===== src/rtl/lvt_pkg.sv =====
package lvt_pkg;
  localparam int NSRC      = 6;
  localparam int DW        = 32;
  localparam int VW        = 8;
  localparam int MODE_LSB  = 8;
  localparam int MODE_W    = 3;
  localparam int MASK_BIT  = 16;
  localparam int TMODE_BIT = 17;

  localparam logic [DW-1:0] ENTRY_RST = 32'h0001_0000;

  // sources that deliver as fixed regardless of their mode field
  localparam logic [NSRC-1:0] FORCE_FIXED = 6'b10_0001;

  typedef enum logic [MODE_W-1:0] {
    DM_FIXED  = 3'h0,
    DM_SMI    = 3'h2,
    DM_NMI    = 3'h4,
    DM_INIT   = 3'h5,
    DM_EXTINT = 3'h7
  } dmode_e;
endpackage


===== src/rtl/lvt_entry_bank.sv =====
module lvt_entry_bank #(
  parameter int              N     = 6,
  parameter int              W     = 32,
  parameter int              SEL_W = 3,
  parameter logic [W-1:0]    RST   = '0
) (
  input  logic                  clk_i,
  input  logic                  rst_ni,
  input  logic                  wr_i,
  input  logic [SEL_W-1:0]      sel_i,
  input  logic [W-1:0]          wdata_i,
  output logic [N-1:0][W-1:0]   entry_o,
  output logic [W-1:0]          rdata_o
);
  for (genvar g = 0; g < N; g++) begin : g_ent
    always_ff @(posedge clk_i or negedge rst_ni) begin
      if (!rst_ni)                           entry_o[g] <= RST;
      else if (wr_i && sel_i == SEL_W'(g))   entry_o[g] <= wdata_i;
    end
  end

  always_comb begin
    rdata_o = '0;
    for (int i = 0; i < N; i++)
      if (sel_i == SEL_W'(i)) rdata_o = entry_o[i];
  end
endmodule


===== src/rtl/lvt_prio_pick.sv =====
module lvt_prio_pick #(
  parameter int N = 6
) (
  input  logic [N-1:0] req_i,
  output logic [N-1:0] gnt_o
);
  // lowest index wins
  always_comb begin
    logic found;
    found = 1'b0;
    gnt_o = '0;
    for (int i = 0; i < N; i++) begin
      if (req_i[i] && !found) begin
        gnt_o[i] = 1'b1;
        found    = 1'b1;
      end
    end
  end
endmodule


===== src/rtl/lvt_deliver_gate.sv =====
module lvt_deliver_gate
  import lvt_pkg::*;
#(
  parameter int              N     = 6,
  parameter int              W     = 32,
  parameter int              VECW  = 8,
  parameter logic [N-1:0]    FORCE = '0
) (
  input  logic [N-1:0][W-1:0] entry_i,
  input  logic [N-1:0]        gnt_i,
  output logic                fwd_o,
  output logic                refuse_o,
  output logic [VECW-1:0]     vec_o
);
  logic [W-1:0]      sel_entry;
  logic              any_gnt, masked, forced, is_fixed;
  logic [MODE_W-1:0] mode;

  always_comb begin
    sel_entry = '0;
    for (int i = 0; i < N; i++)
      if (gnt_i[i]) sel_entry = sel_entry | entry_i[i];
  end

  assign any_gnt  = |gnt_i;
  assign forced   = |(gnt_i & FORCE);
  assign masked   = sel_entry[MASK_BIT];
  assign mode     = sel_entry[MODE_LSB +: MODE_W];
  assign is_fixed = (mode == DM_FIXED);
  assign vec_o    = sel_entry[VECW-1:0];

  assign fwd_o    = any_gnt && !masked && (forced || is_fixed);
  assign refuse_o = any_gnt && !masked && !forced && !is_fixed;
endmodule


===== src/rtl/lvt_dispatch.sv =====
module lvt_dispatch
  import lvt_pkg::*;
#(
  parameter int                 NSRC_P = lvt_pkg::NSRC,
  parameter int                 DW_P   = lvt_pkg::DW,
  parameter int                 VW_P   = lvt_pkg::VW,
  parameter logic [NSRC_P-1:0]  FORCE_P = lvt_pkg::FORCE_FIXED,
  localparam int                SEL_W  = $clog2(NSRC_P + 2)
) (
  input  logic              clk_i,
  input  logic              rst_ni,
  input  logic              reg_wr_i,
  input  logic [SEL_W-1:0]  reg_sel_i,
  input  logic [DW_P-1:0]   reg_wdata_i,
  output logic [DW_P-1:0]   reg_rdata_o,
  input  logic [NSRC_P-1:0] event_i,
  output logic              raise_vld_o,
  output logic [VW_P-1:0]   raise_vec_o,
  output logic              mode_err_o
);
  logic [NSRC_P-1:0][DW_P-1:0] entry;
  logic [NSRC_P-1:0] pend_q, req, gnt;
  logic              fwd, refuse;
  logic [VW_P-1:0]   vec;

  lvt_entry_bank #(
    .N(NSRC_P), .W(DW_P), .SEL_W(SEL_W), .RST(ENTRY_RST)
  ) u_bank (
    .clk_i   (clk_i),
    .rst_ni  (rst_ni),
    .wr_i    (reg_wr_i),
    .sel_i   (reg_sel_i),
    .wdata_i (reg_wdata_i),
    .entry_o (entry),
    .rdata_o (reg_rdata_o)
  );

  assign req = pend_q | event_i;

  lvt_prio_pick #(.N(NSRC_P)) u_pick (
    .req_i (req),
    .gnt_o (gnt)
  );

  lvt_deliver_gate #(
    .N(NSRC_P), .W(DW_P), .VECW(VW_P), .FORCE(FORCE_P)
  ) u_gate (
    .entry_i  (entry),
    .gnt_i    (gnt),
    .fwd_o    (fwd),
    .refuse_o (refuse),
    .vec_o    (vec)
  );

  always_ff @(posedge clk_i or negedge rst_ni) begin
    if (!rst_ni) begin
      pend_q      <= '0;
      raise_vld_o <= 1'b0;
      raise_vec_o <= '0;
      mode_err_o  <= 1'b0;
    end else begin
      pend_q      <= req & ~gnt;
      raise_vld_o <= fwd;
      if (fwd) raise_vec_o <= vec;
      // set outranks the clearing write
      if (refuse)        mode_err_o <= 1'b1;
      else if (reg_wr_i) mode_err_o <= 1'b0;
    end
  end
endmodule


===== config.mk =====
export PLATFORM = sky130hd
export DESIGN_NAME = lvt_dispatch
export DESIGN_NICKNAME = d
export VERILOG_FILES = /design/src/rtl/lvt_pkg.sv /design/src/rtl/lvt_entry_bank.sv /design/src/rtl/lvt_prio_pick.sv /design/src/rtl/lvt_deliver_gate.sv /design/src/rtl/lvt_dispatch.sv
export SDC_FILE = /design/constraint.sdc
export NUM_CORES = 1
export LEC_CHECK = 0
export ABC_AREA = 1
export BUFFER_PORTS_ARGS = -buffer_cell sky130_fd_sc_hd__clkbuf_2
export CAP_MARGIN = 20
export CORE_MARGIN = 2
export CORE_UTILIZATION = 59
export CTS_CLUSTER_DIAMETER = 150
export DETAILED_ROUTE_END_ITERATION = 8
export GPL_ROUTABILITY_DRIVEN = 0
export HOLD_SLACK_MARGIN = 0.02
export PLACE_DENSITY = 0.79
export SYNTH_ARGS = -nofsm -noshare
export SYNTH_HDL_FRONTEND = slang
export SYNTH_SLANG_ARGS = --single-unit

===== constraint.sdc =====
create_clock -name clk_i -period 2.05 [get_ports clk_i]
set_input_delay 0.205 -clock clk_i [delete_from_list [all_inputs] [get_ports clk_i]]
set_output_delay 0.205 -clock clk_i [all_outputs]
set_load 0.005 [all_outputs]

# Word level (Yosys, flattened, before mapping)
# Index checks and enable logic that the tools add are counted.
[word_totals]
input_bits = 44
word_cells = 76
register_bits = 208
[classes]
reduce_logical = 29
n_mux = 24
bitwise_logic = 8
eq_ne = 5
[ops]
columns = ["op", "n"]
rows = [
  ["$mux W32", 6],
  ["$mux W17", 6],
  ["$or A17 B17 Y17", 5],
  ["$logic_and A1 B1 Y1", 15],
  ["$mux W1", 12],
  ["$logic_not A1 Y1", 8],
  ["$and A6 B6 Y6", 1],
  ["$eq A3 B2 Y1 const B", 2],
  ["$eq A3 B3 Y1 const B", 2],
  ["$logic_not A3 Y1", 2],
  ["$not A6 Y6", 1],
  ["$or A6 B6 Y6", 1],
  ["$reduce_or A6 Y1", 1],
  ["$eq A3 B1 Y1 const B", 1],
  ["$reduce_bool A2 Y1", 1],
  ["$reduce_or A2 Y1", 1],
  ["$logic_or A1 B1 Y1", 1],
]

# Depth between registers and ports, before layout
# Gate-level depths: netlist of the first run.
[logic_depth]
depth_word = 23
mapped_depth = 10
depth_no_buf = 10

# By module
# From an unflattened synthesis of the first run, not the netlist that was laid out.
[unflattened]
cells_unflattened = 1188
hier_area_um2 = 9656.8
[modules_own_cells]
columns = ["mod", "cells_each", "instances", "area_each_um2"]
rows = [
  ["lvt_entry_bank", 1011, 1, 8433.1],
  ["lvt_dispatch", 64, 1, 588.1],
  ["lvt_deliver_gate", 99, 1, 569.3],
  ["lvt_prio_pick", 14, 1, 66.3],
]

# Worst setup path before layout of the first run
# No wires, ideal clock.
[synth_timing]
kind = "flip-flop to flip-flop"
startpoint = "reg pend_q[1]"
endpoint = "reg raise_vec_o[0]"
period_less_slack_ns = 1.436
required_time_ns = 1.934
arrival_time_ns = 1.319
path_buffers = 0
setup_time_ns = 0.116
stages_incl_launch_ff = 11
path_slack_ns = 0.614
path_cell_list = "dfrtp_1 > inv_1 > nand2_1 > nand3_1 > nand2_1 > nor2_1 > nand3_1 > nor2_4 > nand2_4 > nand2_1 > nand2_1"
[synth_between]
elab_chain_len = 19
[synth_rtl]
columns = ["item", "line_no", "text"]
rows = [
  ["from (decl)", "lvt_dispatch.sv:22", "logic [NSRC_P-1:0] pend_q, req, gnt;"],
  ["from (signal assigned)", "lvt_dispatch.sv:62", "pend_q <= req & ~gnt;"],
  ["$or A6 B6 Y6 *", "lvt_dispatch.sv:38", "assign req = pend_q | event_i;"],
  ["$logic_and A1 B1 Y1 *", "lvt_prio_pick.sv:13", "if (req_i[i] && !found) begin"],
  ["$mux W1", "lvt_prio_pick.sv:13", ""],
  ["$logic_not A1 Y1", "lvt_prio_pick.sv:13", ""],
  ["$logic_and A1 B1 Y1", "lvt_prio_pick.sv:13", ""],
  ["$mux W1", "lvt_prio_pick.sv:13", ""],
  ["$logic_not A1 Y1", "lvt_prio_pick.sv:13", ""],
  ["$logic_and A1 B1 Y1", "lvt_prio_pick.sv:13", ""],
  ["(+3 left out)", "-", ""],
  ["$mux W1", "lvt_prio_pick.sv:13", ""],
  ["$logic_not A1 Y1", "lvt_prio_pick.sv:13", ""],
  ["$logic_and A1 B1 Y1", "lvt_prio_pick.sv:13", ""],
  ["$mux W1", "lvt_prio_pick.sv:13", ""],
  ["$mux W17", "lvt_deliver_gate.sv:22", "if (gnt_i[i]) sel_entry = sel_entry | entry_i[i];"],
  ["$logic_not A3 Y1 or $logic_not A1 Y1 (tied branches)", "lvt_deliver_gate.sv:29, lvt_deliver_gate.sv:32", ""],
  ["$logic_or A1 B1 Y1 or $logic_and A1 B1 Y1 (tied branches)", "lvt_deliver_gate.sv:32", "assign fwd_o = any_gnt && !masked && (forced || is_fixed);"],
  ["$logic_and A1 B1 Y1", "lvt_deliver_gate.sv:32", ""],
  ["to (signal assigned)", "lvt_dispatch.sv:64", "if (fwd) raise_vec_o <= vec;"],
  ["to (decl)", "lvt_dispatch.sv:18", "output logic [VW_P-1:0] raise_vec_o,"],
]
# Mark *: on every way between the ends. The rest lies on a longest branch, timed or not.
# A chain may end at the register's enable or synchronous reset.

# Worst setup path in the final report of the first run
[layout_timing]
startpoint = "reg u_bank.entry_o[80] (netlist name)"
endpoint = "out reg_rdata_o[16]"
[layout_between]
elab_chain_len = 4
[layout_rtl]
columns = ["item", "line_no", "text"]
rows = [
  ["from (decl)", "lvt_entry_bank.sv:12", "output logic [N-1:0][W-1:0] entry_o,"],
  ["from (signal, indexed assignment)", "lvt_entry_bank.sv:18", "else if (wr_i && sel_i == SEL_W'(g)) entry_o[g] <= wdata_i;"],
  ["$mux W32 (4 in series)", "lvt_entry_bank.sv:25", "if (sel_i == SEL_W'(i)) rdata_o = entry_o[i];"],
  ["to (decl)", "lvt_dispatch.sv:15", "output logic [DW_P-1:0] reg_rdata_o,"],
]
# Every way passes these cells.

==> flow_metrics.env, run 1 <==
export IMPL_status="complete, no violations"
export IMPL_report_final_slew_viol_count=0
export IMPL_clkSinkCount=207
export IMPL_first_pass_iters=6
export IMPL_end_kind="primary output"
export IMPL_synth_cells=1106
export IMPL_grt_max_degree=69
export IMPL_path_max_fanout=2
export IMPL_nNetsFinal=1240
export IMPL_synth_edff_count=0
export IMPL_ir_drop_v=0.0006887
export IMPL_rsz0062_at_grt="false"
export IMPL_netlist_area_sq_um=9290
export IMPL_grt_pass1_wl_um=37430
export IMPL_vias=7969
export IMPL_final_area_sq_um=10840
export IMPL_cpMaxStageDelayCell="dfstp_2"
export IMPL_die_area_sq_um=16770
export IMPL_initial_core_util_pct=60.66
export IMPL_fp_dieH_um=129.5
export IMPL_cts_root_buf="clkbuf_16"
export IMPL_timing_final_crit_period_ps=1918
export IMPL_layout_drive_gt1_share_pct=15.26
export IMPL_track_usage_pct=27.85
export IMPL_hold_viol=0
export IMPL_worst_ep_required_time_ps=1850
export IMPL_worstHoldStart="reg_wdata_i[18]"
export IMPL_path_clk_slew_ps=60
export IMPL_yosysWarnings=0
export IMPL_io_pin_count=86
export IMPL_ys_flop_type="dfrtp_1"
export IMPL_n_antenna_cell=0
export IMPL_ys_types=29
export IMPL_clk_latency_ps=510
export IMPL_fin_worst_skew_ps=23.53
export IMPL_dpl_cell_area_sq_um=10030
export IMPL_r2r_start="pend_q[1]"
export IMPL_ant_nets=0
export IMPL_drtIter0Drc=705
export IMPL_synthTopCellsByCount="nand2_1 (386), dfrtp_1 (201), o21ai_0 (131)"
export IMPL_wl_per_cell_um=15.88
export IMPL_drv_cap=0
export IMPL_finalWirelength_um=22600
export IMPL_fillers=1222
export IMPL_power_density_nw_per_um2=1009
export IMPL_synth_seq_cells=207
export IMPL_slew_limit_headroom_pct=54.73
export IMPL_ys_seq_area_share_pct=55.84
export IMPL_via_per_inst=5.600
export IMPL_dpl_hpwl_um=14610
export IMPL_yosysTopAreaCell="dfrtp_1"
export IMPL_final_util_pct=70.78
export IMPL_yosysMostFrequentCell="nand2_1"
export IMPL_area_growth_pct=16.69
export IMPL_crit_start="u_bank.entry_o[80]"
export IMPL_tns_ps=0
export IMPL_max_freq_mhz=521.3
export IMPL_die_w_um=129.5
export IMPL_worst_pin_slew_ps=678.4
export IMPL_arrival_ps=1710
export IMPL_syn_num_nets=1150
export IMPL_antenna_found_initial=0
export IMPL_core_area_sq_um=15310
export IMPL_fp_row_count=45
export IMPL_syn_avg_cell_area_sq_um=8.400
export IMPL_holdCritPathClass="input port to flop"
export IMPL_post_cts_setup_buffers=0
export IMPL_p_leak_nw=5.390
export IMPL_cts_tree="done"
export IMPL_crit_path_max_incr_delay_ps=530
export IMPL_cp_num_buf_inv=2
export IMPL_cts_made_buffers=22
export IMPL_overflow=0
export IMPL_cts_max_level=1
export IMPL_period_share_pct=93.58
export IMPL_start_kind="flop"
export IMPL_clockBufferDepth=3
export IMPL_setup_violations=0
export IMPL_synth_area_leaders="dfrtp_1 (54%), nand2_1 (16%), o21ai_0 (7.1%)"
export IMPL_ys_async_sr_fraction_pct=100.0
export IMPL_grt_pass1_vias=7538
export IMPL_synth_top_cell_area_share_pct=54.14
export IMPL_route_detailed_drc=0
export IMPL_port_buffer_count=85
export IMPL_path_cells="inv_1, nor3_1, a221oi_2, nand4_1, clkbuf_2"
export IMPL_path_delay_family="flip-flops"
export IMPL_worstSetupPathType="flop to primary output"
-- per-layer routing --
metal,part of all wire [%],GRT usage (%),wire length [um]
met1,44,38.65,9839
met2,48,46.35,10750
met3,7.0,4.583,1571
met4,2.0,7.084,446
met5,0,0,0
-- flip-flops by register name, summed over array words and instances, names as in the netlist --
| name | count |
|---|---|
| u_bank.entry_o | 192 |
| raise_vec_o | 8 |
| pend_q | 5 |
| mode_err_o | 1 |
| raise_vld_o | 1 |
-- power breakdown --
group / switching, mW / internal, mW / leakage (nW)
combinational: 0.985 / 0.694 / 2.46
clock: 1.58 / 2.33 / 0.355
sequential: 0.476 / 4.88 / 2.58
-- placed cells by master (no fill, tap or decap), drive strengths merged --
| cell type | synthesis | layout |
|---|---|---|
| a22o | 16 | 16 |
| clkbuf | 35 | 120 |
| nand4 | 28 | 28 |
| nor2 | 31 | 31 |
| nand3 | 39 | 39 |
| dlygate4sd3 | 0 | 9 |
| buf | 26 | 33 |
| nand2 | 394 | 394 |
| dfrtp | 201 | 201 |
| nor3 | 12 | 12 |
| inv | 78 | 78 |
| a21oi | 28 | 28 |
| a221oi | 3 | 3 |
| o21ai | 194 | 194 |
| o22ai | 3 | 3 |
| clkinv | 1 | 5 |
| o2111ai | 11 | 11 |
| dfstp | 6 | 6 |
| bufinv | 0 | 1 |
-- stage by stage --
step	power [mW]	setup WS (ps)	cells	hold slack [ps]
2_1_floorplan	6.367	614.4	1106	-90.59
3_3_place_gp	6.965	264.1	1374	253.4
3_5_place_dp	7.066	247.5	1374	251.5
4_1_cts	10.98	133.3	1423	20.03
5_1_grt	11.51	115.1	1423	44.71
6_report	10.94	131.7	1423	21.14
-- worst min-delay path: cells and delay by family --
kind,cells,cell delay (ps)
compound gates,1,140
buf+inv,2,150
-- cell families (layout without fill, tap and decap cells) --
group	count (synthesis)	count (layout)	synth area share [%]
and+or+nand+nor	504	504	22.83
buffers and inverters	140	246	6.276
DFF	207	207	55.84
AOI/OAI and AO/OA	255	255	15.06
-- final cells by class --
class	instances	area (sq um)	share of cell area (%)
flip-flops and latches	207	5187	47.85
multi-input cells	759	3525	32.51
repair buffers	127	847.1	7.814
clock buffers	35	659.4	6.083
inverters	79	296.5	2.735
well taps	211	264.0	2.435
clock inverters	5	61.31	0.5656
-- worst paths after layout --
kind	slack, ps	end	cells after the start
min	20	u_bank.entry_o[178]	3
min reg2reg	470	raise_vec_o[2]	2
max	130	reg_rdata_o[16]	5
max reg2reg	270	raise_vec_o[4]	10
max in group asynchronous	1090	raise_vec_o[0]	3
min in group asynchronous	270	u_bank.entry_o[170]	2
-- timing repair --
item / 4_1_cts / 5_1_grt
hold buffers: 9 / 0
gates resized for setup: 0 / 0
endpoints found under the hold margin: 66 / 0
Power figures use the tool's default switching activity.
==> run 2: changes to the inputs <==
Settings changed: CORE_UTILIZATION 59 to 60, PLACE_DENSITY 0.79 to 0.8, SYNTH_HIERARCHICAL set to 1.
==> run 2 against run 1 <==
Net effect:
- hold slack gained 5.4 ps
- sequential share of layout area shrank 1.5 points
- combinational power grew 5%
- non-clock buffer count grew 17
- clock power shrank 5%
- cell count grew 6.2%
- via count grew 5.1%
- die area grew 2.1%
- register-to-register slack lost 80 ps
- critical path type is now flop to flop
==> flow_metrics.env, run 2 <==
export IMPL_route_detailed_drc=0
export IMPL_fp_dieH_um=130.9
export IMPL_synth_top_cell_area_share_pct=52.35
export IMPL_reg_top3="u_bank/entry_o: 192 flops, raise_vec_o: 8 flops, pend_q: 6 flops"
export IMPL_worst_ep_required_time_ps=2440
export IMPL_synth_area_leaders="dfrtp_1 (52%), nand2_1 (16%), o21ai_0 (6.4%)"
export IMPL_initial_core_util_pct=61.01
export IMPL_period_share_pct=90.63
export IMPL_path_clk_slew_ps=60
export IMPL_ys_async_sr_fraction_pct=100.0
export IMPL_dpl_hpwl_um=15500
export IMPL_met2_usage_pct=46.97
export IMPL_via_per_inst=5.544
export IMPL_tns_ps=0
export IMPL_track_usage_pct=28.81
export IMPL_grt_use_met3_pct=4.927
export IMPL_grt_max_degree=53
export IMPL_synth_edff_count=0
export IMPL_cts_root_buf="clkbuf_16"
export IMPL_worst_pin_slew_ps=448.1
export IMPL_vias=8377
export IMPL_hold_viol=0
export IMPL_clockBufferDepth=3
export IMPL_yosysTopAreaCell="dfrtp_1"
export IMPL_grt_pass1_vias=7874
export IMPL_cts_made_buffers=23
export IMPL_timing_final_crit_period_ps=1858
export IMPL_drtIter0Drc=892
export IMPL_layout_drive_gt1_share_pct=16.29
export IMPL_r2r_slack_ps=190
export IMPL_use_met1_pct=40.35
export IMPL_clk_latency_ps=510
export IMPL_crit_path_max_incr_delay_ps=360
export IMPL_core_area_sq_um=15830
export IMPL_finalPower_mw=10.94
export IMPL_final_area_sq_um=11250
export IMPL_crit_start="pend_q[3]"
export IMPL_path_max_fanout=8
export IMPL_max_freq_mhz=538.2
export IMPL_die_area_sq_um=17130
export IMPL_status="complete, no violations"
export IMPL_syn_avg_cell_area_sq_um=8.129
export IMPL_netlist_area_sq_um=9657
export IMPL_port_buffer_count=85
export IMPL_yosysMostFrequentCell="nand2_1"
export IMPL_grt_pass1_wl_um=39280
export IMPL_wl_per_cell_um=15.98
export IMPL_holdCritPathClass="input port to flop"
export IMPL_synth_cells=1188
export IMPL_cts_max_level=1
export IMPL_synthTopCellsByCount="nand2_1 (400), dfrtp_1 (202), o21ai_0 (123)"
export IMPL_power_density_nw_per_um2=972.5
export IMPL_layout_common_cells="nand2_1 (400), dfrtp_1 (202), o21ai_0 (123), clkbuf_2 (84), nor2_1 (79)"
export IMPL_area_growth_pct=16.51
export IMPL_yosysWarnings=6
export IMPL_overflow=0
export IMPL_end_kind="flop"
export IMPL_finalWirelength_um=24140
export IMPL_dpl_cell_area_sq_um=10420
export IMPL_r2r_start="pend_q[3]"
export IMPL_slew_limit_headroom_pct=70.13
export IMPL_setup_violations=0
export IMPL_synth_seq_cells=208
export IMPL_clkSinkCount=208
export IMPL_die_w_um=130.9
export IMPL_drv_cap=0
export IMPL_ys_types=27
export IMPL_cpMaxStageDelayCell="dfrtp_1"
export IMPL_start_kind="flop"
export IMPL_syn_num_nets=1232
export IMPL_ant_nets=0
export IMPL_antenna_found_initial=1
export IMPL_ys_flop_type="dfrtp_1"
export IMPL_nNetsFinal=1326
export IMPL_ys_seq_area_share_pct=53.98
export IMPL_worstSetupPathType="flop to flop"
export IMPL_p_leak_nw=5.646
export IMPL_arrival_ps=2250
export IMPL_worstHoldStart="reg_wdata_i[26]"
export IMPL_report_final_slew_viol_count=0
export IMPL_cts_tree="done"
export IMPL_path_cells="nor2_1, inv_1, inv_1, nand3_2, nor2_4, nor2_2, nand3_1, nand3_2, a21oi_4, inv_2, nand2_1, nand2_1"
export IMPL_top_usage_layer="met2"
export IMPL_fin_worst_skew_ps=10.72
export IMPL_fp_row_count=46
export IMPL_layout_cells_most_common="nand2_1"
export IMPL_first_pass_iters=6
export IMPL_ir_drop_v=0.0007435
export IMPL_final_util_pct=71.08
export IMPL_whs_ps=26.57
export IMPL_io_pin_count=86
export IMPL_n_antenna_cell=0
export IMPL_largest_reg_flops=192
export IMPL_top_register="u_bank/entry_o"
[run 2: where the power goes]
group | leakage [nW] | internal [mW] | total [mW] | switching, mW
Combinational | 2.73 | 0.741 | 1.77 | 1.02
Clock | 0.328 | 2.17 | 3.73 | 1.56
Sequential | 2.59 | 4.91 | 5.45 | 0.534
[run 2: path summary, 6_finish.rpt]
kind                                       end  cells after the start
setup / recovery                raise_vec_o[7]                     12
hold / removal             u_bank/entry_o[186]                      3
setup reg to reg                raise_vec_o[7]                     12
hold reg to reg                 raise_vec_o[2]                      2
max in group asynchronous   u_bank/entry_o[16]                      3
min in group asynchronous            pend_q[4]                      2
[run 2: logic make-up after synthesis]
logic type / count (synthesis) / synth area share [%]
compound gates: 209 / 11.78
simple gates: 616 / 27.35
flops: 208 / 53.98
buf+inv: 155 / 6.893
[run 2: per-stage QoR]
step	std cells	worst slack, ps
after floorplan	1188	200.2
after global placement	1461	111.9
after detailed placement	1461	16.25
after CTS	1509	0.9708
after global routing	1511	-2.118
final	1511	192.1
[run 2: timing repair]
action,4_1_cts,5_1_grt
resized for setup,0,12
setup buffers,0,2
hold endpoints to repair,57,0
hold buffers,10,0
endpoints found under the setup margin,0,8
[run 2: critical path: cells and delay by family, from the launching register on]
| kind | cells | cell delay [ps] |
|---|---|---|
| AO/OA/AOI/OAI | 1 | 200 |
| buffers and inverters | 3 | 290 |
| flip-flops | 1 | 360 |
| AND/OR/NAND/NOR | 8 | 890 |
[run 2: final cells by class]
| class | count | area, sq um |
|---|---|---|
| Fill cell | 1255 | 4577 |
| Sequential cell | 208 | 5213 |
| Inverter | 80 | 300.3 |
| Clock inverter | 3 | 22.52 |
| Clock buffer | 35 | 650.6 |
| Timing Repair Buffer | 144 | 964.7 |
| Multi-Input combinational cell | 825 | 3830 |
| Tap cell | 216 | 270.3 |
[run 2: per-layer routing]
metal	share of wire [%]	wire (um)
met1	42	10190
met2	48	11500
met3	7.7	1860
met4	2.4	580
met5	0.054	13
